--- src/rtl/rxring_pkg.sv ---
package rxring_pkg;
  // Descriptor geometry and word-0 bit positions (software decodes these)
  localparam int unsigned DESC_BYTES = 16;
  localparam int unsigned W3_OFS     = 12;
  localparam int unsigned LEN_W      = 14;
  localparam int unsigned RDY_BIT    = 31;
  localparam int unsigned EOR_ALT    = 30;
  localparam int unsigned FRS_BIT    = 29;
  localparam int unsigned LRS_BIT    = 28;
  localparam int unsigned OVS_BIT    = 20;
  localparam int unsigned BC_BIT     = 17;
  localparam int unsigned MC_BIT     = 16;
  localparam int unsigned EOR_STD    = 15;

  typedef enum logic [2:0] {
    S_IDLE, S_RD0, S_RD3, S_FILL, S_WRDATA, S_WRDESC, S_DRAIN
  } rxState_t;

  typedef enum logic [1:0] {A_W0, A_W3, A_DATA, A_DESC} rxAddrSel_t;

  typedef struct packed {
    logic       startFrame;
    logic       ldWord0;
    logic       ldWord3;
    logic       takeByte;
    logic       wordDone;
    logic       descDone;
    rxAddrSel_t addrSel;
  } rxStrobe_t;

  typedef struct packed {
    logic byteAvail;
    logic laneLast;
    logic bufEnd;
    logic finalByte;
    logic frameDone;
    logic bufFull;
    logic bufZero;
    logic rdySet;
    logic phaseCrc;
  } rxView_t;

  // One byte of reflected CRC-32
  function automatic logic [31:0] crcStep(input logic [31:0] c, input logic [7:0] b);
    logic [31:0] r;
    r = c ^ {24'd0, b};
    for (int k = 0; k < 8; k++)
      r = r[0] ? ((r >> 1) ^ 32'hEDB8_8320) : (r >> 1);
    return r;
  endfunction
endpackage

--- src/rtl/rxring_dp.sv ---
module rxring_dp
  import rxring_pkg::*;
#(
  parameter int unsigned ADDR_W = 32
) (
  input  logic              clk,
  input  logic              rstN,
  input  rxStrobe_t         strb,
  output rxView_t           view,
  input  logic              baseWrEn,
  input  logic [ADDR_W-1:0] baseWrData,
  input  logic [LEN_W-1:0]  bufSize,
  input  logic              eorAltSel,
  input  logic              inValid,
  input  logic [7:0]        inData,
  input  logic              inLast,
  input  logic [2:0]        inFlags,
  input  logic [31:0]       memRdata,
  output logic [ADDR_W-1:0] memAddr,
  output logic [31:0]       memWdata,
  output logic [3:0]        memBe
);
  localparam int unsigned WI_W = LEN_W - 2;

  logic [ADDR_W-1:0] ringBase, descPtr, bufAddr;
  logic [31:0]       word0Q, accum, crcQ, crcOut, wbWord;
  logic [3:0]        beQ;
  logic [1:0]        lane, crcIdx;
  logic [LEN_W-1:0]  cnt;
  logic [WI_W-1:0]   wordIdx;
  logic              phaseCrc, firstBuf, frameDone, eorHit;
  logic [2:0]        flagsQ;
  logic [7:0]        curByte;

  always_comb begin
    case (crcIdx)
      2'd0:    curByte = crcOut[31:24];
      2'd1:    curByte = crcOut[23:16];
      2'd2:    curByte = crcOut[15:8];
      default: curByte = crcOut[7:0];
    endcase
    if (!phaseCrc) curByte = inData;
  end

  assign eorHit = eorAltSel ? word0Q[EOR_ALT] : word0Q[EOR_STD];

  assign view.byteAvail = phaseCrc || inValid;
  assign view.laneLast  = (lane == 2'd3);
  assign view.bufEnd    = ({1'b0, cnt} + (LEN_W+1)'(1)) == {1'b0, bufSize};
  assign view.finalByte = phaseCrc && (crcIdx == 2'd3);
  assign view.frameDone = frameDone;
  assign view.bufFull   = (cnt == bufSize);
  assign view.bufZero   = (bufSize == '0);
  assign view.rdySet    = memRdata[RDY_BIT];
  assign view.phaseCrc  = phaseCrc;

  always_comb begin
    wbWord = word0Q;
    wbWord[LEN_W-1:0] = word0Q[LEN_W-1:0] | cnt;
    wbWord[RDY_BIT] = 1'b1;
    if (firstBuf) wbWord[FRS_BIT] = 1'b1;
    if (frameDone) begin
      wbWord[LRS_BIT] = 1'b1;
      wbWord[MC_BIT]  = word0Q[MC_BIT]  | flagsQ[0];
      wbWord[BC_BIT]  = word0Q[BC_BIT]  | flagsQ[1];
      wbWord[OVS_BIT] = word0Q[OVS_BIT] | flagsQ[2];
    end
  end

  always_comb begin
    memWdata = wbWord;
    memBe    = 4'hF;
    unique case (strb.addrSel)
      A_W0, A_DESC: memAddr = descPtr;
      A_W3:         memAddr = descPtr + ADDR_W'(W3_OFS);
      default: begin
        memAddr  = bufAddr + ADDR_W'({wordIdx, 2'b00});
        memWdata = accum;
        memBe    = beQ;
      end
    endcase
  end

  always_ff @(posedge clk or negedge rstN) begin
    if (!rstN) begin
      ringBase <= '0; descPtr <= '0; bufAddr <= '0; word0Q <= '0;
      accum <= '0; crcQ <= '1; crcOut <= '0; beQ <= '0; lane <= '0;
      crcIdx <= '0; cnt <= '0; wordIdx <= '0; phaseCrc <= 1'b0;
      firstBuf <= 1'b0; frameDone <= 1'b0; flagsQ <= '0;
    end else begin
      if (strb.startFrame) begin
        crcQ <= '1; phaseCrc <= 1'b0; crcIdx <= '0; firstBuf <= 1'b1;
        frameDone <= 1'b0; cnt <= '0; wordIdx <= '0; lane <= '0;
        accum <= '0; beQ <= '0;
      end
      if (strb.ldWord0) word0Q <= memRdata;
      if (strb.ldWord3) bufAddr <= memRdata[ADDR_W-1:0];
      if (strb.takeByte) begin
        accum[8*lane +: 8] <= curByte;
        beQ[lane] <= 1'b1;
        lane <= lane + 2'd1;
        cnt  <= cnt + LEN_W'(1);
        if (!phaseCrc) begin
          crcQ <= crcStep(crcQ, inData);
          if (inLast) begin
            phaseCrc <= 1'b1;
            crcOut   <= ~crcStep(crcQ, inData);
            flagsQ   <= inFlags;
          end
        end else begin
          crcIdx <= crcIdx + 2'd1;
          if (crcIdx == 2'd3) frameDone <= 1'b1;
        end
      end
      if (strb.wordDone) begin
        accum <= '0; beQ <= '0; lane <= '0;
        wordIdx <= wordIdx + WI_W'(1);
      end
      if (strb.descDone) begin
        firstBuf <= 1'b0; cnt <= '0; wordIdx <= '0;
        descPtr  <= eorHit ? ringBase : descPtr + ADDR_W'(DESC_BYTES);
      end
      if (baseWrEn) begin
        ringBase <= baseWrData;
        descPtr  <= baseWrData;
      end
    end
  end
endmodule

--- src/rtl/rxring_ctrl.sv ---
module rxring_ctrl
  import rxring_pkg::*;
(
  input  logic      clk,
  input  logic      rstN,
  input  rxView_t   view,
  input  logic      inValid,
  input  logic      inLast,
  input  logic      memAck,
  input  logic      memErr,
  output rxStrobe_t strb,
  output logic      inReady,
  output logic      memReq,
  output logic      memWe,
  output logic [2:0] irqSet
);
  rxState_t state, nxt;

  always_comb begin
    strb = '0; nxt = state; memReq = 1'b0; memWe = 1'b0;
    inReady = 1'b0; irqSet = '0;
    strb.addrSel = A_W0;
    unique case (state)
      S_IDLE: if (inValid) begin strb.startFrame = 1'b1; nxt = S_RD0; end
      S_RD0: begin
        memReq = 1'b1;
        if (memAck) begin
          if (memErr || view.rdySet || view.bufZero) begin
            irqSet[2] = 1'b1;
            nxt = view.phaseCrc ? S_IDLE : S_DRAIN;
          end else begin
            strb.ldWord0 = 1'b1; nxt = S_RD3;
          end
        end
      end
      S_RD3: begin
        memReq = 1'b1; strb.addrSel = A_W3;
        if (memAck) begin
          if (memErr) begin
            irqSet[2] = 1'b1;
            nxt = view.phaseCrc ? S_IDLE : S_DRAIN;
          end else begin
            strb.ldWord3 = 1'b1; nxt = S_FILL;
          end
        end
      end
      S_FILL: begin
        inReady = !view.phaseCrc;
        if (view.byteAvail) begin
          strb.takeByte = 1'b1;
          if (view.laneLast || view.bufEnd || view.finalByte) nxt = S_WRDATA;
        end
      end
      S_WRDATA: begin
        memReq = 1'b1; memWe = 1'b1; strb.addrSel = A_DATA;
        if (memAck) begin
          strb.wordDone = 1'b1;
          nxt = (view.frameDone || view.bufFull) ? S_WRDESC : S_FILL;
        end
      end
      S_WRDESC: begin
        memReq = 1'b1; memWe = 1'b1; strb.addrSel = A_DESC;
        if (memAck) begin
          strb.descDone = 1'b1;
          if (view.frameDone) begin irqSet[1:0] = 2'b11; nxt = S_IDLE; end
          else nxt = S_RD0;
        end
      end
      default: begin
        inReady = 1'b1;
        if (inValid && inLast) nxt = S_IDLE;
      end
    endcase
  end

  always_ff @(posedge clk or negedge rstN) begin
    if (!rstN) state <= S_IDLE;
    else       state <= nxt;
  end
endmodule

--- src/rtl/rxring_writer.sv ---
module rxring_writer
  import rxring_pkg::*;
#(
  parameter int unsigned ADDR_W = 32
) (
  input  logic              clk,
  input  logic              rstN,
  input  logic              baseWrEn,
  input  logic [ADDR_W-1:0] baseWrData,
  input  logic [13:0]       bufSize,
  input  logic              eorAltSel,
  input  logic              inValid,
  input  logic [7:0]        inData,
  input  logic              inLast,
  input  logic [2:0]        inFlags,
  output logic              inReady,
  output logic              memReq,
  output logic              memWe,
  output logic [ADDR_W-1:0] memAddr,
  output logic [31:0]       memWdata,
  output logic [3:0]        memBe,
  input  logic [31:0]       memRdata,
  input  logic              memAck,
  input  logic              memErr,
  output logic [2:0]        irqSet
);
  rxStrobe_t strb;
  rxView_t   view;

  rxring_ctrl u_ctrl (
    .clk(clk), .rstN(rstN), .view(view), .inValid(inValid), .inLast(inLast),
    .memAck(memAck), .memErr(memErr), .strb(strb), .inReady(inReady),
    .memReq(memReq), .memWe(memWe), .irqSet(irqSet)
  );

  rxring_dp #(.ADDR_W(ADDR_W)) u_dp (
    .clk(clk), .rstN(rstN), .strb(strb), .view(view), .baseWrEn(baseWrEn),
    .baseWrData(baseWrData), .bufSize(bufSize), .eorAltSel(eorAltSel),
    .inValid(inValid), .inData(inData), .inLast(inLast), .inFlags(inFlags),
    .memRdata(memRdata), .memAddr(memAddr), .memWdata(memWdata), .memBe(memBe)
  );
endmodule

--- config.mk ---
export PLATFORM = sky130hd
export DESIGN_NAME = rxring_writer
export DESIGN_NICKNAME = d
export VERILOG_FILES = /design/src/rtl/rxring_pkg.sv /design/src/rtl/rxring_dp.sv /design/src/rtl/rxring_ctrl.sv /design/src/rtl/rxring_writer.sv
export SDC_FILE = /design/constraint.sdc
export NUM_CORES = 1
export LEC_CHECK = 0
export BUFFER_PORTS_ARGS = -buffer_cell sky130_fd_sc_hd__buf_2
export CAP_MARGIN = 20
export CORE_ASPECT_RATIO = 0.6
export CORE_UTILIZATION = 60
export DETAILED_ROUTE_END_ITERATION = 10
export PLACE_DENSITY = 0.79
export SLEW_MARGIN = 20
export SYNTH_ARGS = -nofsm -noshare
export SYNTH_HDL_FRONTEND = slang
export SYNTH_SLANG_ARGS = --single-unit
--- constraint.sdc ---
create_clock -name clk -period 3.95 [get_ports clk]
set_input_delay 0.79 -clock clk [delete_from_list [all_inputs] [get_ports clk]]
set_output_delay 0.79 -clock clk [all_outputs]
set_load 0.01 [all_outputs]
After elaboration in Yosys (flattened, before gate mapping)
Cells that the tools add are included.
{"block": "totals", "regBits": 266, "in_bits": 97, "word_cells": 187}
{"block": "op_classes", "add_sub_neg": 9, "order_cmp": 2, "n_eq_ne": 20, "shifts": 2, "n_mux": 94, "n_bitwise": 16, "reduce_logical": 27}
{"operator": "$mux W32", "count": 18}
{"operator": "$not A13 Y14", "count": 8}
{"operator": "$pmux W32 S2", "count": 1}
{"operator": "$mux W14", "count": 3}
{"operator": "$mux W12", "count": 3}
{"operator": "$mux W3", "count": 12}
{"operator": "$mux W1", "count": 35}
{"operator": "$neg A5 Y34", "count": 1}
{"operator": "$shift A8 B34 Y32 const A", "count": 1}
{"operator": "$shiftx A8 B34 Y32", "count": 1}
{"operator": "$add A32 B14 Y32", "count": 1}
{"operator": "$add A32 B4 Y32 const B", "count": 1}
{"operator": "$add A32 B5 Y32 const B", "count": 1}
{"operator": "$bwmux W32", "count": 1}
{"operator": "$not A32 Y32", "count": 1}
{"operator": "$xor A32 B8 Y32", "count": 1}
{"operator": "$pmux W8 S3", "count": 1}
{"operator": "$mux W2", "count": 10}
{"operator": "$pmux W3 S6", "count": 1}
{"operator": "$mux W4", "count": 4}
{"operator": "$add A14 B1 Y15 const B", "count": 1}
{"operator": "$eq A15 B14 Y1", "count": 1}
{"operator": "$add A14 B1 Y14 const B", "count": 1}
{"operator": "$eq A14 B14 Y1", "count": 1}
{"operator": "other kinds (34)", "count": 61}

Longest topological paths before layout
{"block": "logic_depth", "ltp_word": 19, "ltp_mapped": 12, "depth_no_buf": 10}

By module
A second synthesis with hierarchy kept.
{"block": "hier_totals", "cells_unflattened": 1697, "hier_area_um2": 15547.4}
{"module": "rxring_dp", "n_inst": 1, "cells_per_inst": 1637, "area_each_um2": 15123.3, "seq_area_each_um2": 6621.4}
{"module": "rxring_ctrl", "n_inst": 1, "cells_per_inst": 60, "area_each_um2": 424.2, "seq_area_each_um2": 75.1}

Worst setup path before layout
Ideal clock, no wire load.
{"block": "synth_path", "path_kind": "reg2out", "startpoint": "register u_dp.descPtr[5]", "endpoint": "output port memAddr[30]", "arrival_time_ns": 2.374, "t_required_ns": 3.160, "path_slack_ns": 0.786, "path_stages_with_launch": 9, "path_buffers": 0, "path_cell_list": "dfrtp_1 ha_1 nand3_1 nor4_1 nand2_1 nor3_1 nor3_1 a2111oi_0 a21oi_1"}
{"block": "synth_via", "elab_chain_len": 2}
{"item": "start, declared", "line_no": "rxring_dp.sv:25", "text": "logic [ADDR_W-1:0] ringBase, descPtr, bufAddr;"}
{"item": "start signal, assigned", "line_no": "rxring_dp.sv:121", "text": "descPtr <= eorHit ? ringBase : descPtr + ADDR_W'(DESC_BYTES);"}
{"item": "start signal, assigned", "line_no": "rxring_dp.sv:125", "text": "descPtr <= baseWrData;"}
{"item": "$add A32 B4 Y32", "line_no": "rxring_dp.sv:75", "text": "A_W3: memAddr = descPtr + ADDR_W'(W3_OFS);"}
{"item": "$pmux W32 S2", "line_no": "rxring_dp.sv:73", "text": "unique case (strb.addrSel)"}
{"item": "end, declared", "line_no": "rxring_writer.sv:19", "text": "output logic [ADDR_W-1:0] memAddr,"}
Every way passes these cells.

Worst setup path after layout
{"block": "layout_path", "startpoint": "register u_dp.wordIdx[7]", "endpoint": "output port memAddr[15]"}
{"block": "layout_via", "elab_chain_len": 2}
{"item": "start, declared", "line_no": "rxring_dp.sv:30", "text": "logic [WI_W-1:0] wordIdx;"}
{"item": "start signal, assigned", "line_no": "rxring_dp.sv:117", "text": "wordIdx <= wordIdx + WI_W'(1);"}
{"item": "$add A32 B14 Y32", "line_no": "rxring_dp.sv:77", "text": "memAddr = bufAddr + ADDR_W'({wordIdx, 2'b00});"}
{"item": "$pmux W32 S2", "line_no": "rxring_dp.sv:73"}
Every way passes these cells.

==> metrics.txt <==
outcome=complete, no violations; Hold Slack=roughly 190 ps; number of fill cells in the layout=1858; sinks on the clock net=266; CTS Root Cell=clkbuf_16; number of routed nets with antenna violations=0; critical path fanouts, max=7; number of global-route vias before repair=between 10k and 15k; flip-flop and latch count after synthesis=between 200 and 300; highest-delay cell along the critical path=dfrtp_2; setup-violating endpoint count in the final report=0; area added between synthesis and finish=15.8%; largest stage delay on the critical path=470 ps; gp weighted congestion=0.978; arrival time worst endpoint=approximately 3100 ps; most frequently used flop master after synthesis=dfrtp_1; fmax=between 0.2 and 0.3 GHz; Post-Synthesis Net Count=between 1.5k and 2k; routed wire length=46.8 mm; clk_lat worst skew=around 560 ps; final critical delay including setup and external delays=a little under 4000 ps; Max-slew headroom=30.7%; part of the cycle the worst path needs=98.3%; endpoint class of the critical path=primary output; detailed-route DRC error count=0; category of the most critical setup path=flop to primary output; setup repair after global routing missed its margin=true; leftover overflow at the end of global routing=0; Pwr Density=around 800 nW/um^2; kind of cell adding the most delay to the critical path=compound AO/OA/AOI/OAI gates; global-route wire length before repair=72.7 mm; sequential-to-total area share from yosys stat=roughly 44%; Layout Skew=~22 ps; detail-routed via count per cell=between 6 and 7; maximum number of buffers from clock root to sink=3; # H-tree levels=1; count of port buffers added during placement=170; wire per inst=roughly 22 um; CTS tree=built; layout cell share with drive strength beyond 1=24.5%; via count=13.9k; number of warnings reported in the yosys synthesis log=0; synthesized area=15200 sq um; share of async-settable or async-resettable flops after synthesis=100%; Worst Hold Class=primary input to async pin; transition time at the pin with the least slew margin=1040 ps; number of buffers added by the clock tree synthesis step=26; launching element type of the critical path=flop; Layout Nets=1932; CP required=between 3000 and 4000 ps; Initial DRC Count=1936; cell count after synthesis=~1.7k; placeable core region=between 20000 and 25000 sq um; most repeated library cell on the critical path=nand2_1; WP buf/inv=2; number of antenna violations at the first check in global routing=5; DIE HEIGHT=around 130 um; count of final max-slew check failures=0; Crit Reg-Reg Startpoint=u_dp.cnt[0]; All-Layer GR Usage=35.4%; worst ir drop on vdd=0.524 mV; Yosys cell types=68; post-CTS clock slew at the launch and capture registers of the worst setup and hold paths=70 ps; die width=207 um; Crit. Startpoint=u_dp.wordIdx[7]; die area=26000 sq um; EDFF count, synth=0; total number of placement rows=44; worst-path cell chain=ha_4 -> and3_1 -> nand2_1 -> a211o_1 -> a31oi_4 -> buf_6 -> nand2_1 -> or2_2 -> a31oi_1 -> buf_2; placed wire-length estimate after detailed placement=around 33 mm; Pleak=7.68 nW; syn_area_per_cell=roughly 9.1 sq um; number of max-cap violations=0; overall power of the completed layout=approximately 14 mW; initial core utilization=between 60% and 70%; maximum number of pins on one net before global-route repair=82; register-to-register setup slack=930 ps; IO Count=approximately 170; drt pass-1 iters=8; final hold vios=0
## repair_timing
| action | CTS | global route |
|---|---|---|
| pin swaps | 0 | 10 |
| setup buffers | 0 | 5 |
| hold buffers | 0 | 0 |
| setup endpoints to repair | 3 | 15 |
| hold endpoints to repair | 0 | 0 |
| resized for setup | 6 | 46 |
| gates cloned | 0 | 1 |
## worst paths after layout
kind	endpoint	depth (start not counted)
worst max-delay path	memAddr[15]	10
worst min register to register	u_dp.accum[16]	2
worst max register to register	u_ctrl.state[1]	8
max in group asynchronous	u_dp.descPtr[5]	2
min in group clk	u_dp.descPtr[18]	3
worst min-delay path	u_dp.cnt[3]	1
## through the flow
step / worst slack [ps] / TNS (ps) / area [sq um] / util, % / cells
finish: 67.2 / 0 / 17600 / 71.8 / 2150
global route: -39.9 / -158 / 17600 / 71.8 / 2150
CTS: 2.95 / 0 / 17300 / 70.8 / 2140
detailed placement: 524 / 0 / 16400 / 67.1 / 2092
global placement: 612 / 0 / 16400 / 67.1 / 2092
floorplan: 786 / 0 / 15200 / - / 1665
## where the power goes
group / leakage, nW / internal, mW / switching [mW] / total [mW]
registers: 3.30 / 3.63 / 0.749 / 4.38
logic: 3.94 / 2.73 / 4.12 / 6.85
clock network: 0.441 / 1.50 / 1.12 / 2.62
total: 7.68 / 7.86 / 5.99 / 13.9
## Yosys cell counts (all sizes together) (32+ instances only)
| cell | instances | area [sq um] |
|---|---|---|
| nand2 | 215 | 807 |
| nor3 | 54 | 270 |
| o21ai | 210 | 1050 |
| inv | 55 | 206 |
| mux2 | 108 | 1220 |
| nor2 | 91 | 342 |
| dfstp | 32 | 841 |
| xor2 | 57 | 514 |
| xnor2 | 65 | 592 |
| nand3 | 33 | 165 |
| clkbuf | 86 | 323 |
| a21oi | 119 | 596 |
| dfrtp | 234 | 5860 |
## per-layer routing
| layer | track usage, % | routed length, um |
|---|---|---|
| met3 | 6.51 | 4920 |
| met1 | 54.4 | 20800 |
| met5 | 0 | 0 |
| met4 | 8.78 | 1090 |
| met2 | 51.4 | 20000 |
## final cells by class
type / instances / area, sq um / area share, %
diodes: 4 / 10.0 / 0.0569
clock buffers: 35 / 724 / 4.12
multi-input cells: 1239 / 8110 / 46.1
repair buffers: 214 / 1240 / 7.08
flip-flops and latches: 266 / 6700 / 38.1
well taps: 322 / 403 / 2.29
inverters: 57 / 218 / 1.24
clock inverters: 13 / 171 / 0.975
## registers in the layout (all words and copies together), names as in the netlist, 3 cells and up
name	flops
u_dp.crcOut	32
u_dp.descPtr	32
u_dp.cnt	14
u_dp.bufAddr	32
u_dp.accum	32
u_dp.beQ	4
u_dp.ringBase	32
u_dp.flagsQ	3
u_dp.crcQ	32
u_ctrl.state	3
u_dp.wordIdx	12
u_dp.word0Q	31
## logic make-up after synthesis
kind of cell	Yosys count	synth area share, %
flops	266	44.1
xor+xnor	122	7.29
fa+ha+maj	31	2.60
mux	124	9.07
buf+inv	160	4.01
compound gates	462	17.9
simple gates	500	15.1
## cell usage in the layout (no fill, tap or decap), types with 8 or more instances in the layout
cell and n:
a211oi_1 11, a21o_1 9, a21oi_1 115, a222oi_1 8
a31oi_1 12, and2_1 8, and3_1 22, buf_2 170
buf_4 37, clkbuf_16 26, dfrtp_1 229, dfstp_2 32
ha_1 22, inv_1 54, mux2_2 108, mux2i_1 15
nand2_1 213, nand2b_1 11, nand3_1 32, nand4_1 20
nor2_1 86, nor2b_1 12, nor3_1 51, nor4_1 9
o21ai_0 209, o22ai_1 19, o31ai_1 9, or3_1 8
xnor2_1 61, xor2_1 55
(Power assumes the default switching activity.)
